$ cat src/rtl/cop_pkg.sv
package cop_pkg;
  typedef enum logic [1:0] {
    OP_SUM  = 2'd0,
    OP_XOR  = 2'd1,
    OP_BREV = 2'd2,
    OP_SWAP = 2'd3
  } cop_op_e;
endpackage

$ cat src/rtl/cop_row.sv
module cop_row
  import cop_pkg::*;
#(
  parameter int DATA_W  = 32,
  parameter int NREG    = 8,
  parameter int SRC_MAX = 4,
  parameter int SETTLE  = 2,
  localparam int IDX_W  = $clog2(NREG),
  localparam int CNT_W  = $clog2(SETTLE + 1)
) (
  input  logic                     clk,
  input  logic                     rst_n,
  input  logic [NREG*DATA_W-1:0]   rf_data,
  input  logic [NREG-1:0]          rf_valid,
  input  logic                     rf_wr_en,
  input  logic [IDX_W-1:0]         rf_wr_idx,
  input  logic [SRC_MAX*IDX_W-1:0] src_idx,
  input  logic [SRC_MAX-1:0]       src_en,
  input  cop_op_e                  op,
  output logic [DATA_W-1:0]        result,
  output logic                     ready
);

  logic [DATA_W-1:0] rf_arr [NREG];
  logic [DATA_W-1:0] acc_sum, acc_xor, rev_xor;
  logic              touched;
  logic [CNT_W-1:0]  cnt_q, cnt_d;

  for (genvar g = 0; g < NREG; g++) begin : g_unpack
    assign rf_arr[g] = rf_data[g*DATA_W +: DATA_W];
  end

  // Operand gather and combine
  always_comb begin
    acc_sum = '0;
    acc_xor = '0;
    touched = 1'b0;
    for (int s = 0; s < SRC_MAX; s++) begin
      if (src_en[s]) begin
        acc_sum = acc_sum + rf_arr[src_idx[s*IDX_W +: IDX_W]];
        acc_xor = acc_xor ^ rf_arr[src_idx[s*IDX_W +: IDX_W]];
        if (!rf_valid[src_idx[s*IDX_W +: IDX_W]] ||
            (rf_wr_en && (rf_wr_idx == src_idx[s*IDX_W +: IDX_W])))
          touched = 1'b1;
      end
    end
  end

  always_comb begin
    for (int b = 0; b < DATA_W; b++) rev_xor[b] = acc_xor[DATA_W-1-b];
  end

  always_comb begin
    unique case (op)
      OP_SUM:  result = acc_sum;
      OP_XOR:  result = acc_xor;
      OP_BREV: result = rev_xor;
      OP_SWAP: result = {acc_sum[DATA_W/2-1:0], acc_sum[DATA_W-1:DATA_W/2]};
      default: result = acc_sum;
    endcase
  end

  // Settle counter: reloads on any disturbance, counts down otherwise
  always_comb begin
    if (touched)            cnt_d = CNT_W'(SETTLE);
    else if (cnt_q != '0)   cnt_d = cnt_q - 1'b1;
    else                    cnt_d = cnt_q;
  end

  always_ff @(posedge clk or negedge rst_n) begin
    if (!rst_n) cnt_q <= CNT_W'(SETTLE);
    else        cnt_q <= cnt_d;
  end

  assign ready = !touched && (cnt_q == '0);

  // a disturbed row cannot be ready in the following cycle
  a_r2_touch_blocks_ready: assert property (@(posedge clk) disable iff (!rst_n)
    touched |=> !ready);

  // a ready row stays ready while nothing disturbs it
  a_r2_ready_sticks: assert property (@(posedge clk) disable iff (!rst_n)
    (ready && !touched) |=> (cnt_q == '0));

endmodule

$ cat src/rtl/cop_select.sv
module cop_select #(
  parameter int ROWS   = 4,
  parameter int TAG_W  = 8,
  parameter int DATA_W = 32
) (
  input  logic                   clk,
  input  logic                   rst_n,
  input  logic [ROWS-1:0]        row_en,
  input  logic [ROWS*TAG_W-1:0]  row_tag,
  input  logic [ROWS*DATA_W-1:0] row_result,
  input  logic [ROWS-1:0]        row_ready,
  input  logic [TAG_W-1:0]       iss_tag,
  output logic                   any_hit,
  output logic                   sel_ready,
  output logic [DATA_W-1:0]      sel_data
);

  logic [ROWS-1:0] match, first;

  for (genvar r = 0; r < ROWS; r++) begin : g_cmp
    assign match[r] = row_en[r] && (row_tag[r*TAG_W +: TAG_W] == iss_tag);
  end

  // Lowest index wins
  always_comb begin
    first = '0;
    for (int r = ROWS - 1; r >= 0; r--) begin
      if (match[r]) begin
        first    = '0;
        first[r] = 1'b1;
      end
    end
  end

  always_comb begin
    sel_ready = 1'b0;
    sel_data  = '0;
    for (int r = 0; r < ROWS; r++) begin
      if (first[r]) begin
        sel_ready = row_ready[r];
        sel_data  = row_result[r*DATA_W +: DATA_W];
      end
    end
  end

  assign any_hit = |match;

  // at most one row drives the result
  a_r5_single_driver: assert property (@(posedge clk) disable iff (!rst_n)
    $onehot0(first));

  // a disabled row is never chosen
  a_r7_disabled_silent: assert property (@(posedge clk) disable iff (!rst_n)
    (first & ~row_en) == '0);

endmodule

$ cat src/rtl/custom_op_unit.sv
module custom_op_unit
  import cop_pkg::*;
#(
  parameter int ROWS    = 4,
  parameter int TAG_W   = 8,
  parameter int DATA_W  = 32,
  parameter int NREG    = 8,
  parameter int SRC_MAX = 4,
  parameter int SETTLE  = 2,
  localparam int IDX_W  = $clog2(NREG)
) (
  input  logic                          clk,
  input  logic                          rst_n,
  input  logic [NREG*DATA_W-1:0]        rf_data,
  input  logic [NREG-1:0]               rf_valid,
  input  logic                          rf_wr_en,
  input  logic [IDX_W-1:0]              rf_wr_idx,
  input  logic [ROWS-1:0]               cfg_row_en,
  input  logic [ROWS*TAG_W-1:0]         cfg_tag,
  input  logic [ROWS*SRC_MAX*IDX_W-1:0] cfg_src_idx,
  input  logic [ROWS*SRC_MAX-1:0]       cfg_src_en,
  input  logic [ROWS*2-1:0]             cfg_op,
  input  logic                          iss_valid,
  input  logic [TAG_W-1:0]              iss_tag,
  input  logic                          load_done,
  output logic                          stall,
  output logic                          miss,
  output logic                          wb_valid,
  output logic [DATA_W-1:0]             wb_data
);

  logic [1:0]             rst_sync;
  logic                   rst_ns;
  logic [ROWS*DATA_W-1:0] row_result;
  logic [ROWS-1:0]        row_ready;
  logic                   any_hit, sel_ready;
  logic [DATA_W-1:0]      sel_data;
  logic                   miss_q, miss_d;

  // Reset: asserted asynchronously, released on a clock edge
  always_ff @(posedge clk or negedge rst_n) begin
    if (!rst_n) rst_sync <= 2'b00;
    else        rst_sync <= {rst_sync[0], 1'b1};
  end
  assign rst_ns = rst_sync[1];

  for (genvar r = 0; r < ROWS; r++) begin : g_row
    cop_row #(
      .DATA_W (DATA_W),
      .NREG   (NREG),
      .SRC_MAX(SRC_MAX),
      .SETTLE (SETTLE)
    ) u_row (
      .clk      (clk),
      .rst_n    (rst_ns),
      .rf_data  (rf_data),
      .rf_valid (rf_valid),
      .rf_wr_en (rf_wr_en),
      .rf_wr_idx(rf_wr_idx),
      .src_idx  (cfg_src_idx[r*SRC_MAX*IDX_W +: SRC_MAX*IDX_W]),
      .src_en   (cfg_src_en[r*SRC_MAX +: SRC_MAX]),
      .op       (cop_op_e'(cfg_op[r*2 +: 2])),
      .result   (row_result[r*DATA_W +: DATA_W]),
      .ready    (row_ready[r])
    );
  end

  cop_select #(
    .ROWS  (ROWS),
    .TAG_W (TAG_W),
    .DATA_W(DATA_W)
  ) u_sel (
    .clk       (clk),
    .rst_n     (rst_ns),
    .row_en    (cfg_row_en),
    .row_tag   (cfg_tag),
    .row_result(row_result),
    .row_ready (row_ready),
    .iss_tag   (iss_tag),
    .any_hit   (any_hit),
    .sel_ready (sel_ready),
    .sel_data  (sel_data)
  );

  // Miss tracking
  always_comb begin
    miss   = miss_q || (iss_valid && !any_hit);
    miss_d = miss && !load_done;
  end

  always_ff @(posedge clk or negedge rst_ns) begin
    if (!rst_ns) miss_q <= 1'b0;
    else         miss_q <= miss_d;
  end

  always_comb begin
    stall    = miss || (iss_valid && !sel_ready);
    wb_valid = iss_valid && !stall;
    wb_data  = wb_valid ? sel_data : '0;
  end

  // a miss always stalls
  a_r6_miss_stalls: assert property (@(posedge clk) disable iff (!rst_ns)
    miss |-> stall);

  // miss persists until load_done
  a_r6_miss_held: assert property (@(posedge clk) disable iff (!rst_ns)
    (miss && !load_done) |=> miss);

  // load_done with no new request clears the miss
  a_r6_miss_clears: assert property (@(posedge clk) disable iff (!rst_ns)
    (load_done && !iss_valid) |=> !miss || iss_valid);

  // an issuing instruction either stalls or writes back
  a_r3_issue_outcome: assert property (@(posedge clk) disable iff (!rst_ns)
    iss_valid |-> (stall != wb_valid));

endmodule

$ cat config.mk
export PLATFORM = sky130hd
export DESIGN_NAME = custom_op_unit
export DESIGN_NICKNAME = d
export VERILOG_FILES = /design/src/rtl/cop_pkg.sv /design/src/rtl/cop_row.sv /design/src/rtl/cop_select.sv /design/src/rtl/custom_op_unit.sv
export SDC_FILE = /design/constraint.sdc
export NUM_CORES = 2
export LEC_CHECK = 0
export CORE_MARGIN = 10
export CORE_UTILIZATION = 35
export CTS_BUF_LIST = sky130_fd_sc_hd__clkbuf_2
export DETAILED_ROUTE_END_ITERATION = 6
export PLACE_DENSITY_LB_ADDON = 0.3
export SETUP_SLACK_MARGIN = 0.15
export SYNTH_ARGS = -nofsm -noshare
export SYNTH_HDL_FRONTEND = slang
export SYNTH_SLANG_ARGS = --single-unit
$ cat constraint.sdc
create_clock -name clk -period 42.9 [get_ports clk]
set_clock_uncertainty 0.1 [all_clocks]
set_input_delay 8.58 -clock clk [delete_from_list [all_inputs] [get_ports clk]]
set_output_delay 8.58 -clock clk [all_outputs]
set_load 0.1 [all_outputs]
==> metrics.log <==
INFO  metric gr-total-overflow = 0
INFO  metric numCtsBuffers = 3
INFO  metric cts_max_level = 1
INFO  metric seqCellArea = 280 um2
INFO  metric final_standard_cell_count_with_taps_included_and_fillers_excluded = 10100
INFO  metric final_design_instance_area_without_fill = 0.0735 mm2
INFO  metric maximum_number_of_pins_on_one_net_before_global_route_repair = 77
INFO  metric syn_area = 0.0679 mm2
INFO  metric placementRows = 161
INFO  metric cpPeakStageDelay = 1240 ps
INFO  metric violations_in_the_final_reports = design-rule violations, max-capacitance violations, max-slew violations
INFO  metric cts.clk_slew.worst_paths = 100 ps
INFO  metric start_util = 35.2%
INFO  metric timing_max_transition_violations_final = 3
INFO  metric multiInputGateArea = 0.0631 mm2
INFO  metric timing.critical_path.slowest_stage_cell = sky130_fd_sc_hd__clkdlybuf4s50_1
INFO  metric rsz0062_at_grt = false
INFO  metric p_per_area = 33.6 mW/mm2
INFO  metric mostFrequentLayoutCell = sky130_fd_sc_hd__mux4_2
INFO  metric io_buffer_count = 422
INFO  metric worst_path_dominant_cell_family = compound AO/OA/AOI/OAI gates
INFO  metric floorplan.die.width = 460 um
INFO  metric worstHoldPathType = reg -> async
INFO  metric total_power = 2.47 mW
INFO  metric number_of_nets_with_antenna_violations_after_routing = 0
INFO  metric dieArea = 0.212 mm2
INFO  metric detailed_place.area = 0.0733 mm2
INFO  metric place.detailed.hpwl = 332 mm
INFO  metric numClockSinks = 11
INFO  metric max_freq = 0.0336 GHz
INFO  metric worst_r2r_startpoint = g_row[3].u_row.cnt_q[1]$_DFFE_PN1N_
INFO  metric gp_routability_congestion = 1.12
INFO  metric post_route_cells_drive_above_1_share = 26.8%
INFO  metric worstPathArrival = 21120 ps
INFO  metric power.leakage = 28.4 nW
INFO  metric grt_first_pass_wirelength = 573 mm
INFO  metric routed_wl = 422 mm
INFO  metric synthesis.area_per_instance = 8.80 um2
INFO  metric postSynth.asyncResetShare = 100%
INFO  metric root_cell_of_the_clock_tree = sky130_fd_sc_hd__clkbuf_2
INFO  metric drt_drc = 6
INFO  metric dp_slack = 13390 ps
INFO  metric design.portCount = 423
INFO  metric worstSetupStartpointType = primary input
INFO  metric worst_slew_pin_slew = 1640 ps
INFO  metric antenna_found_initial = 63
INFO  metric report.final.setup_viol = 0
INFO  metric viasPerCell = 7.30
INFO  metric cell_total_after_placement = 10000
INFO  metric timing.critical_path.mode_cell = sky130_fd_sc_hd__o21a_1
INFO  metric finalSetupTns = 0 ps
INFO  metric timing.max_slew.rel_slack = -9.03%
INFO  metric mostFrequentLayoutCells = 1060 x sky130_fd_sc_hd__mux4_2, 839 x sky130_fd_sc_hd__nand2_1, 558 x sky130_fd_sc_hd__mux2_2
INFO  metric grt_use_total = 37.8%
INFO  metric fillerInstances = 19600
INFO  metric total_core_area = 0.193 mm2
INFO  metric final.hold.worst_slack = 48.5 ps
INFO  metric clk_latency = 240 ps
INFO  metric tritoncts = done
INFO  metric final_critical_path_setup_slack = 13100 ps
INFO  metric vias = 73500
INFO  metric critPathLaunch = cfg_src_idx[24]
INFO  metric area.growth.synth_to_final = 8.23%
INFO  metric clockBufferDepth = 2
INFO  metric die_h = 460 um
INFO  metric cts_setup_buffers = 0
INFO  metric first_pass_iters = 7
INFO  metric finalCoreUtilization = 38.1%
INFO  metric yosysWarningCount = 0
INFO  metric post_cts_resized = 0
INFO  metric drt_iter0_drc = 11400
INFO  metric ys_ff_latch = 11
INFO  metric wire_per_inst = 41.9 um
INFO  metric worstPathRequired = 34220 ps
INFO  metric post_synth_num_cell_types = 109
INFO  metric final_net_count = 8274
INFO  metric final_cycle_utilization_of_the_critical_path = 69.5%
INFO  metric ctsHoldBuffers = 0
INFO  metric max-vdd-ir-drop = 17.2 uV
INFO  metric synth_nets = 8487
INFO  metric synth_enable_flop_cells = 0
INFO  metric hold_viol_final = 0
INFO  metric syn-instance-count = 7711
INFO  metric first_global_vias = 70100
INFO  metric endpoint_type_of_the_worst_setup_path = primary output
INFO  metric crit_path_max_fanout = 49
INFO  metric worst-path-buf-inv = 5
INFO  metric yosysSeqAreaShare = 0.413%
INFO  metric final_period_minus_worst_setup_slack = 29800 ps
INFO  metric cap_violations = 1
INFO  metric worstSetupPathType = in -> out
INFO  metric run_status = finished with violations
INFO  metric ys_dominant_reg_cell = sky130_fd_sc_hd__dfrtp_1
kinds of logic after synthesis:
logic type / share of synthesized area (%)
muxes: 45.9
DFF: 0.413
AOI/OAI and AO/OA: 19.2
xor gates and xnor gates: 7.81
other: 0.00553
buffers and inverters: 6.67
adders and majority gates: 7.29
and+or+nand+nor: 12.7
flip-flops by register name, summed over array words and instances, names as in the netlist:
signal / flops
rst_sync: 2
miss_q: 1
g_row.u_row.cnt_q: 8
synthesized netlist by cell type, types with 15 or more instances:
cell type                   instances  area, um2
sky130_fd_sc_hd__a211o_1           39        342
sky130_fd_sc_hd__a211oi_1          94        706
sky130_fd_sc_hd__a21boi_0          17        128
sky130_fd_sc_hd__a21o_1           292       2190
sky130_fd_sc_hd__a21oi_1          516       2580
sky130_fd_sc_hd__a221o_1           18        180
sky130_fd_sc_hd__a221oi_1          26        228
sky130_fd_sc_hd__a311oi_1          18        158
sky130_fd_sc_hd__a31o_2            15        131
sky130_fd_sc_hd__a31oi_1           75        469
sky130_fd_sc_hd__and2_1            47        294
sky130_fd_sc_hd__and3_1            57        357
sky130_fd_sc_hd__and4_1            15        131
sky130_fd_sc_hd__buf_1            102        383
sky130_fd_sc_hd__buf_2             89        445
sky130_fd_sc_hd__buf_4             21        158
sky130_fd_sc_hd__clkbuf_1         653       2450
sky130_fd_sc_hd__ha_1             376       4700
sky130_fd_sc_hd__inv_1            259        972
sky130_fd_sc_hd__mux2_2           558       6280
sky130_fd_sc_hd__mux2i_1           98        981
sky130_fd_sc_hd__mux4_2          1060      23900
sky130_fd_sc_hd__nand2_1          839       3150
sky130_fd_sc_hd__nand2b_1          41        257
sky130_fd_sc_hd__nand3_1           99        495
sky130_fd_sc_hd__nand4_1           68        425
sky130_fd_sc_hd__nor2_1           463       1740
sky130_fd_sc_hd__nor2b_1           41        257
sky130_fd_sc_hd__nor3_1           106        531
sky130_fd_sc_hd__nor4_1            18        113
sky130_fd_sc_hd__nor4b_1           17        149
sky130_fd_sc_hd__o2111ai_1         15        131
sky130_fd_sc_hd__o211ai_1          72        541
sky130_fd_sc_hd__o21a_1            79        593
sky130_fd_sc_hd__o21ai_0          247       1240
sky130_fd_sc_hd__o21ai_1           73        365
sky130_fd_sc_hd__o21bai_1          49        368
sky130_fd_sc_hd__o221ai_1          42        368
sky130_fd_sc_hd__o31ai_1           48        360
sky130_fd_sc_hd__o41ai_1           18        158
sky130_fd_sc_hd__or2_2             18        113
sky130_fd_sc_hd__or3_1             36        225
sky130_fd_sc_hd__xnor2_1          345       3020
sky130_fd_sc_hd__xor2_1           250       2190
routing by layer:
layer  routed length [um]  GRT usage, %  up-vias  part of all wire [%]
li1                     -             -    29500                     -
met1               145000          44.1    36800                    34
met2               181000          58.0     5854                    43
met3                60500          15.1     1346                    14
met4                34300          23.0       24                   8.1
met5                  152             0        -                 0.036
where the power goes:
part | switching (mW) | leakage [nW] | total (mW) | internal [mW]
Combinational | 1.54 | 28.2 | 2.45 | 0.914
Clock | 0.00310 | 0.0169 | 0.00557 | 0.00248
Sequential | 0.00108 | 0.131 | 0.0137 | 0.0126
Total | 1.54 | 28.4 | 2.47 | 0.929
area by class of cell:
cell class / instances / area share (%)
Inverter: 271 / 1.38
Clock buffer: 4 / 0.0273
Antenna cell: 44 / 0.150
Multi-Input combinational cell: 6557 / 86.0
Tap cell: 2526 / 4.30
Timing Repair Buffer: 654 / 7.80
Sequential cell: 11 / 0.382
worst paths after layout:
path | cells after the start | end | slack [ps]
worst max-delay path | 37 | wb_data[29] | 13100
worst min-delay path | 0 | g_row[1].u_row.cnt_q[0]$_DFFE_PN0N_ | 50
worst max register to register | 4 | g_row[3].u_row.cnt_q[1]$_DFFE_PN1N_ | 41520
worst min register to register | 0 | g_row[1].u_row.cnt_q[0]$_DFFE_PN0N_ | 50
max in group asynchronous | 1 | rst_sync[0]$_DFF_PN0_ | 34110
min in group clk | 0 | rst_sync[1]$_DFF_PN0_ | 260
worst reg2reg max path: stages, from the launching register on:
cell and delay [ps]:
sky130_fd_sc_hd__dfstp_2 520, sky130_fd_sc_hd__inv_1 50, sky130_fd_sc_hd__ha_1 230, sky130_fd_sc_hd__mux2i_1 130, sky130_fd_sc_hd__or2_2 270
(Power assumes the default switching activity.)
